[src/rtl/xinv_pkg.sv]
package xinv_pkg;

  typedef struct packed {
    logic load;
  } xinvStrobe_t;

  // Build a full-width mask that covers every odd lane whose flag is set.
  function automatic logic [63:0] flagsToMask(input logic [31:0] flags,
                                              input int lanes,
                                              input int steps);
    logic [63:0] m;
    m = '0;
    for (int i = 0; i < lanes / 2; i++) begin
      if (flags[i]) begin
        for (int s = 0; s < steps; s++) m[(2 * i + 1) * steps + s] = 1'b1;
      end
    end
    return m;
  endfunction

endpackage

[src/rtl/xinv_pair_vote.sv]
module xinv_pair_vote #(
  parameter int STEPS = 8
) (
  input  logic [STEPS-1:0] evenLane,
  input  logic [STEPS-1:0] oddLane,
  output logic             invert
);
  localparam int CNTW = $clog2(STEPS) + 1;

  logic [CNTW-1:0] oppCount;
  logic [CNTW-1:0] sameCount;

  always_comb begin
    oppCount  = '0;
    sameCount = '0;
    for (int s = 1; s < STEPS; s++) begin
      if ((evenLane[s] ^ evenLane[s-1]) && (oddLane[s] ^ oddLane[s-1])) begin
        if (evenLane[s] != oddLane[s]) oppCount = oppCount + CNTW'(1);
        else                           sameCount = sameCount + CNTW'(1);
      end
    end
  end

  assign invert = (oppCount > sameCount);
endmodule

[src/rtl/xinv_ctrl.sv]
module xinv_ctrl (
  input  logic                  clk,
  input  logic                  rst_n,
  input  logic                  inValid,
  input  logic                  outReady,
  output logic                  inReady,
  output logic                  outValid,
  output xinv_pkg::xinvStrobe_t strobe
);
  logic full;

  assign inReady     = !full || outReady;
  assign strobe.load = inValid && inReady;
  assign outValid    = full;

  always_ff @(posedge clk or negedge rst_n) begin
    if (!rst_n)           full <= 1'b0;
    else if (strobe.load) full <= 1'b1;
    else if (outReady)    full <= 1'b0;
  end
endmodule

[src/rtl/xinv_datapath.sv]
module xinv_datapath #(
  parameter int LANES = 8,
  parameter int STEPS = 8
) (
  input  logic                        clk,
  input  logic                        rst_n,
  input  xinv_pkg::xinvStrobe_t       strobe,
  input  logic [LANES*STEPS-1:0]      inFlit,
  output logic [LANES*STEPS-1:0]      outFlit,
  output logic [LANES/2-1:0]          outFlags
);
  localparam int NPAIR = LANES / 2;
  localparam int WIDTH = LANES * STEPS;

  logic [NPAIR-1:0] voteInv;
  logic [WIDTH-1:0] codedFlit;

  for (genvar i = 0; i < NPAIR; i++) begin : g_pair
    logic [STEPS-1:0] evenBits;
    logic [STEPS-1:0] oddBits;
    assign evenBits = inFlit[(2*i)*STEPS +: STEPS];
    assign oddBits  = inFlit[(2*i+1)*STEPS +: STEPS];

    xinv_pair_vote #(.STEPS(STEPS)) u_vote (
      .evenLane(evenBits),
      .oddLane (oddBits),
      .invert  (voteInv[i])
    );

    assign codedFlit[(2*i)*STEPS +: STEPS]   = evenBits;
    assign codedFlit[(2*i+1)*STEPS +: STEPS] = oddBits ^ {STEPS{voteInv[i]}};
  end

  always_ff @(posedge clk or negedge rst_n) begin
    if (!rst_n) begin
      outFlit  <= '0;
      outFlags <= '0;
    end else if (strobe.load) begin
      outFlit  <= codedFlit;
      outFlags <= voteInv;
    end
  end
endmodule

[src/rtl/xinv_decoder.sv]
module xinv_decoder #(
  parameter int LANES = 8,
  parameter int STEPS = 8
) (
  input  logic [LANES*STEPS-1:0] decFlit,
  input  logic [LANES/2-1:0]     decFlags,
  output logic [LANES*STEPS-1:0] decData
);
  for (genvar i = 0; i < LANES / 2; i++) begin : g_lane
    assign decData[(2*i)*STEPS +: STEPS]   = decFlit[(2*i)*STEPS +: STEPS];
    assign decData[(2*i+1)*STEPS +: STEPS] = decFlit[(2*i+1)*STEPS +: STEPS]
                                             ^ {STEPS{decFlags[i]}};
  end
endmodule

[src/rtl/xtalk_inv_enc.sv]
module xtalk_inv_enc #(
  parameter int LANES = 8,
  parameter int STEPS = 8
) (
  input  logic                     clk,
  input  logic                     rst_n,
  input  logic                     inValid,
  output logic                     inReady,
  input  logic [LANES*STEPS-1:0]   inFlit,
  output logic                     outValid,
  input  logic                     outReady,
  output logic [LANES*STEPS-1:0]   outFlit,
  output logic [LANES/2-1:0]       outFlags,
  input  logic [LANES*STEPS-1:0]   decFlit,
  input  logic [LANES/2-1:0]       decFlags,
  output logic [LANES*STEPS-1:0]   decData
);
  xinv_pkg::xinvStrobe_t strobe;

  xinv_ctrl u_ctrl (
    .clk     (clk),
    .rst_n   (rst_n),
    .inValid (inValid),
    .outReady(outReady),
    .inReady (inReady),
    .outValid(outValid),
    .strobe  (strobe)
  );

  xinv_datapath #(.LANES(LANES), .STEPS(STEPS)) u_dp (
    .clk     (clk),
    .rst_n   (rst_n),
    .strobe  (strobe),
    .inFlit  (inFlit),
    .outFlit (outFlit),
    .outFlags(outFlags)
  );

  xinv_decoder #(.LANES(LANES), .STEPS(STEPS)) u_dec (
    .decFlit (decFlit),
    .decFlags(decFlags),
    .decData (decData)
  );
endmodule

[config.mk]
export PLATFORM = sky130hd
export DESIGN_NAME = xtalk_inv_enc
export DESIGN_NICKNAME = d
export VERILOG_FILES = /design/src/rtl/xinv_pkg.sv /design/src/rtl/xinv_pair_vote.sv /design/src/rtl/xinv_ctrl.sv /design/src/rtl/xinv_datapath.sv /design/src/rtl/xinv_decoder.sv /design/src/rtl/xtalk_inv_enc.sv
export SDC_FILE = /design/constraint.sdc
export NUM_CORES = 1
export LEC_CHECK = 0
export ABC_CLOCK_PERIOD_IN_PS = 1500
export BUFFER_PORTS_ARGS = -buffer_cell sky130_fd_sc_hd__buf_2
export CORE_MARGIN = 2
export CORE_UTILIZATION = 44
export DETAILED_ROUTE_END_ITERATION = 8
export PLACE_DENSITY = 0.74
export SLEW_MARGIN = 20
export SYNTH_ARGS = -nofsm -noshare
export SYNTH_HDL_FRONTEND = slang
export SYNTH_SLANG_ARGS = --single-unit
[constraint.sdc]
create_clock -name clk -period 1.5 [get_ports clk]
set_input_delay 0.225 -clock clk [delete_from_list [all_inputs] [get_ports clk]]
set_output_delay 0.225 -clock clk [all_outputs]
set_load 0.02 [all_outputs]
==> summary.txt <==
Final layout
  • Ant diodes: 0
  • Syn-to-layout area delta: 60.9%
  • Design Area, Final: 0.0137 mm²
  • Share of post-route cells with drive strength above 1: 52.4%
  • Layout Cells excl Fill: 1731
  • Sequential cell area: 0.00173 mm²
  • # fillers: 1327
  • Area of the multi-input gates: 0.00740 mm²
  • Nets: 1658

Synth
  • Top cell type by total area after synthesis: dfrtp_1
  • Seq/Total Area, Yosys: 20.3%
  • Syn_nets: 1187
  • Top cells by area, synth: dfrtp_1, xor2_1, ha_1
  • Area share of the largest cell type after synthesis: 20.3%
  • Syn avg cell area: 8.54 µm²
  • Post-synth ARST share: 100%
  • Syn Inst Count: 995
  • Post-synth EDFFs: 0
  • Yosys cell types: 91
  • Number of synthesized register bits: 69
  • Synth Warn #: 0
  • Synthesized area: 0.00850 mm²
  • Ys flop type: dfrtp_1

STA
  • Max-slew headroom: 37.7%
  • Final setup vio count: 36
  • Final WS setup: -3.15 ns
  • RSZ-0062 raised after global routing: true
  • Post-layout min period: 4.65 ns
  • Slew Viols, Final: 0
  • Fmax: 0.215 GHz
  • Setup TNS: -102.99 ns
  • Final Skew: 0.00695 ns
  • Hold Vio Cnt, Final: 0
  • Least-Margin Pin Slew: 0.930 ns
  • Fin crit share: 310%

Run status
  • Violated checks: negative setup slack
  • Status: complete, but fails checks

Clock network
  • Worst-Skew Late Latency: 0.35 ns
  • Clk Tree Root Cell: clkbuf_16
  • TritonCTS clock tree: done
  • Clock Sinks: 69
  • H-tree depth: 3
  • Clk slew on worst S/H paths: 0.06 ns
  • CTS buffer count: 9
  • CTS Buffer Depth: 2

Worst setup path
  • Worst EP arrival: 4.89 ns
  • CP Launch Type: input pin
  • CP max stage delay: 0.34 ns
  • CP Data Required Time: 1.73 ns
  • Worst path slowest cell: or3_4
  • Worst-case reg-to-reg path depth: 4
  • Worst r2r src: u_ctrl.outValid
  • CP endpoint kind: register
  • Crit Path Max Fanout: 5
  • Reg2reg end: u_dp.outFlit[49]
  • R2R setup slack: 0.20 ns
  • Crit-path most repeated cell: ha_4
  • Kind of critical path: in2reg

Floorplanning
  • Die width: 143 µm
  • Die height: 143 µm
  • Site Rows: 50
  • Initial Util: 45.1%
  • Boundary pin count: 270
  • Core area: 0.0188 mm²
  • Full die area: 0.0204 mm²

Route
  • Vias/cell: 5.28
  • Post-DR wirelength/cell: 15.1 µm
  • Starting DRC count in detailed routing: 354
  • Drt drc: 0
  • Total number of vias: 9136
  • Drt total wl: 26.1 mm
  • DR pass1 iterations: 5
  • Final ANT Viol Nets: 0

Hold path
  • Min-delay src: inValid
  • Hold path depth: 2
  • Hold Path Class: in2reg
  • Hold endpoint: u_ctrl.outValid

Global routing
  • Overflow after GRT: 0
  • Total track usage: 24.6%
  • Initial antenna violation count: 0
  • Global-route wire length before repair: 41.6 mm
  • Vias in the first global route: 9129
  • Pin count of the biggest net entering global routing: 48

Power
  • Leak: 6.33 nW
  • Tot Pwr: 13.6 mW
  • Power Density: 992 mW/mm²
  • Peak supply drop: 1.00 mV

Placement
  • RD Place Congestion: 0.850
  • IO Port Bufs: 205
  • DP Area: 0.0120 mm²
  • Cells after DPL: 1674
  • Hpwl dp: 18.6 mm

Flow run
  • MaxCap Viol Count: 0
-- cell usage after synthesis (4+ instances only) --
cell type and n:
o22ai_1 16, a21oi_1 24, nand4b_1 4, nor2_1 47, nor3_1 14, xor2_1 93
xnor2_1 73, nor4bb_1 19, o21ai_0 66, xnor2_4 4, nor3b_1 4, clkbuf_1 28
nor4_1 6, nand2_1 103, nor2b_1 19, or4bb_1 8, a211oi_1 4, mux2i_1 15
nand3_1 16, mux2_4 5, buf_2 9, a31oi_1 20, and2_1 4, mux2_2 41
inv_1 24, o31ai_1 6, buf_4 33, a41o_1 4, and3_1 6, nand2b_1 49
inv_2 4, or2_2 6, dfrtp_1 69, nand4bb_1 4, ha_1 56, nand4_1 5
-- cells in the final DEF (no fill, tap or decap), types with 6 or more instances in the layout --
cell and count:
a21oi_1 17, a21oi_2 8, a31oi_1 20, and3_1 6, buf_12 8, buf_2 185, buf_4 310, buf_6 22
buf_8 6, clkbuf_16 9, dfrtp_1 68, ha_1 28, ha_4 28, inv_1 20, inv_2 7, mux2_2 37
mux2_4 10, mux2i_1 11, nand2_1 93, nand2_2 6, nand2b_1 33, nand2b_4 16, nand3_1 15, nor2_1 43
nor2b_1 16, nor3_1 14, nor4bb_1 17, o21ai_0 17, o21ai_1 37, o21ai_2 13, o22ai_1 9, o31ai_1 6
or4bb_1 8, xnor2_1 69, xnor2_2 6, xor2_1 70, xor2_2 21
-- cell families after synthesis --
family | count (synthesis) | synth area share, %
flip-flops | 69 | 20.3
AO/OA/AOI/OAI | 188 | 14.5
multiplexers | 62 | 8.22
XOR/XNOR | 175 | 19.5
AND/OR/NAND/NOR | 341 | 22.8
buffers and inverters | 101 | 6.14
adder cells (fa/ha/maj) | 59 | 8.60
-- repair_timing --
item	4_1_cts	5_1_grt
hold buffers	1	0
pin swaps	82	43
buffers inserted	32	10
resized for setup	108	67
setup endpoints to repair	36	36
cloned	1	0
hold endpoints to repair	17	0
-- worst max-delay path: cells and delay by family --
kind	cells	cell delay (ns)
adders and majority gates	6	1.43
AOI/OAI and AO/OA	10	1.40
and+or+nand+nor	5	0.80
xor gates and xnor gates	3	0.44
buffers and inverters	5	0.43
muxes	1	0.15
-- through the flow --
stage | worst slack, ns | utilization [%] | hold slack [ns]
2_1_floorplan | -3.32 | - | -0.0706
3_3_place_gp | -3.34 | 63.9 | 0.126
3_5_place_dp | -3.55 | 63.9 | 0.128
4_1_cts | -3.08 | 70.4 | 0.0985
5_1_grt | -3.33 | 72.6 | 0.106
6_report | -3.15 | 72.6 | 0.103
-- sequential cells by signal (all words and copies together) (netlist names) --
register         cells
u_dp.outFlit        64
u_dp.outFlags        4
u_ctrl.outValid      1
-- worst max path at each step --
stage                from               end  slack, ns  depth (start not counted)
6_report       inFlit[48]  u_dp.outFlit[57]      -3.15                         30
5_1_grt        inFlit[48]  u_dp.outFlit[57]      -3.33                         30
4_1_cts        inFlit[48]  u_dp.outFlit[57]      -3.08                         29
3_5_place_dp   inFlit[49]  u_dp.outFlit[57]      -3.55                         30
3_3_place_gp   inFlit[49]  u_dp.outFlit[57]      -3.34                         30
2_1_floorplan  inFlit[50]  u_dp.outFlit[59]      -3.32                         31
-- cell type report --
type,instances,share of cell area (%)
Timing Repair Buffer,533,27.7
Sequential cell,69,12.6
Tap cell,260,2.38
Multi-Input combinational cell,825,54.1
Inverter,28,0.787
Clock inverter,4,0.394
Clock buffer,12,1.95
-- routing by layer --
metal	up-vias	share of wire (%)	wire length, µm	global-route usage (%)
li1	4442	-	-	-
met1	4379	41	10700	28.3
met2	255	52	13600	46.3
met3	60	4.4	1150	3.66
met4	0	2.6	682	8.60
met5	-	0	0	0
-- report_power, final --
| part | switching (mW) | internal (mW) |
|---|---|---|
| sequential | 0.333 | 2.46 |
| clock | 0.913 | 1.43 |
| combinational | 4.30 | 4.12 |
Power figures use the tool's default switching activity.
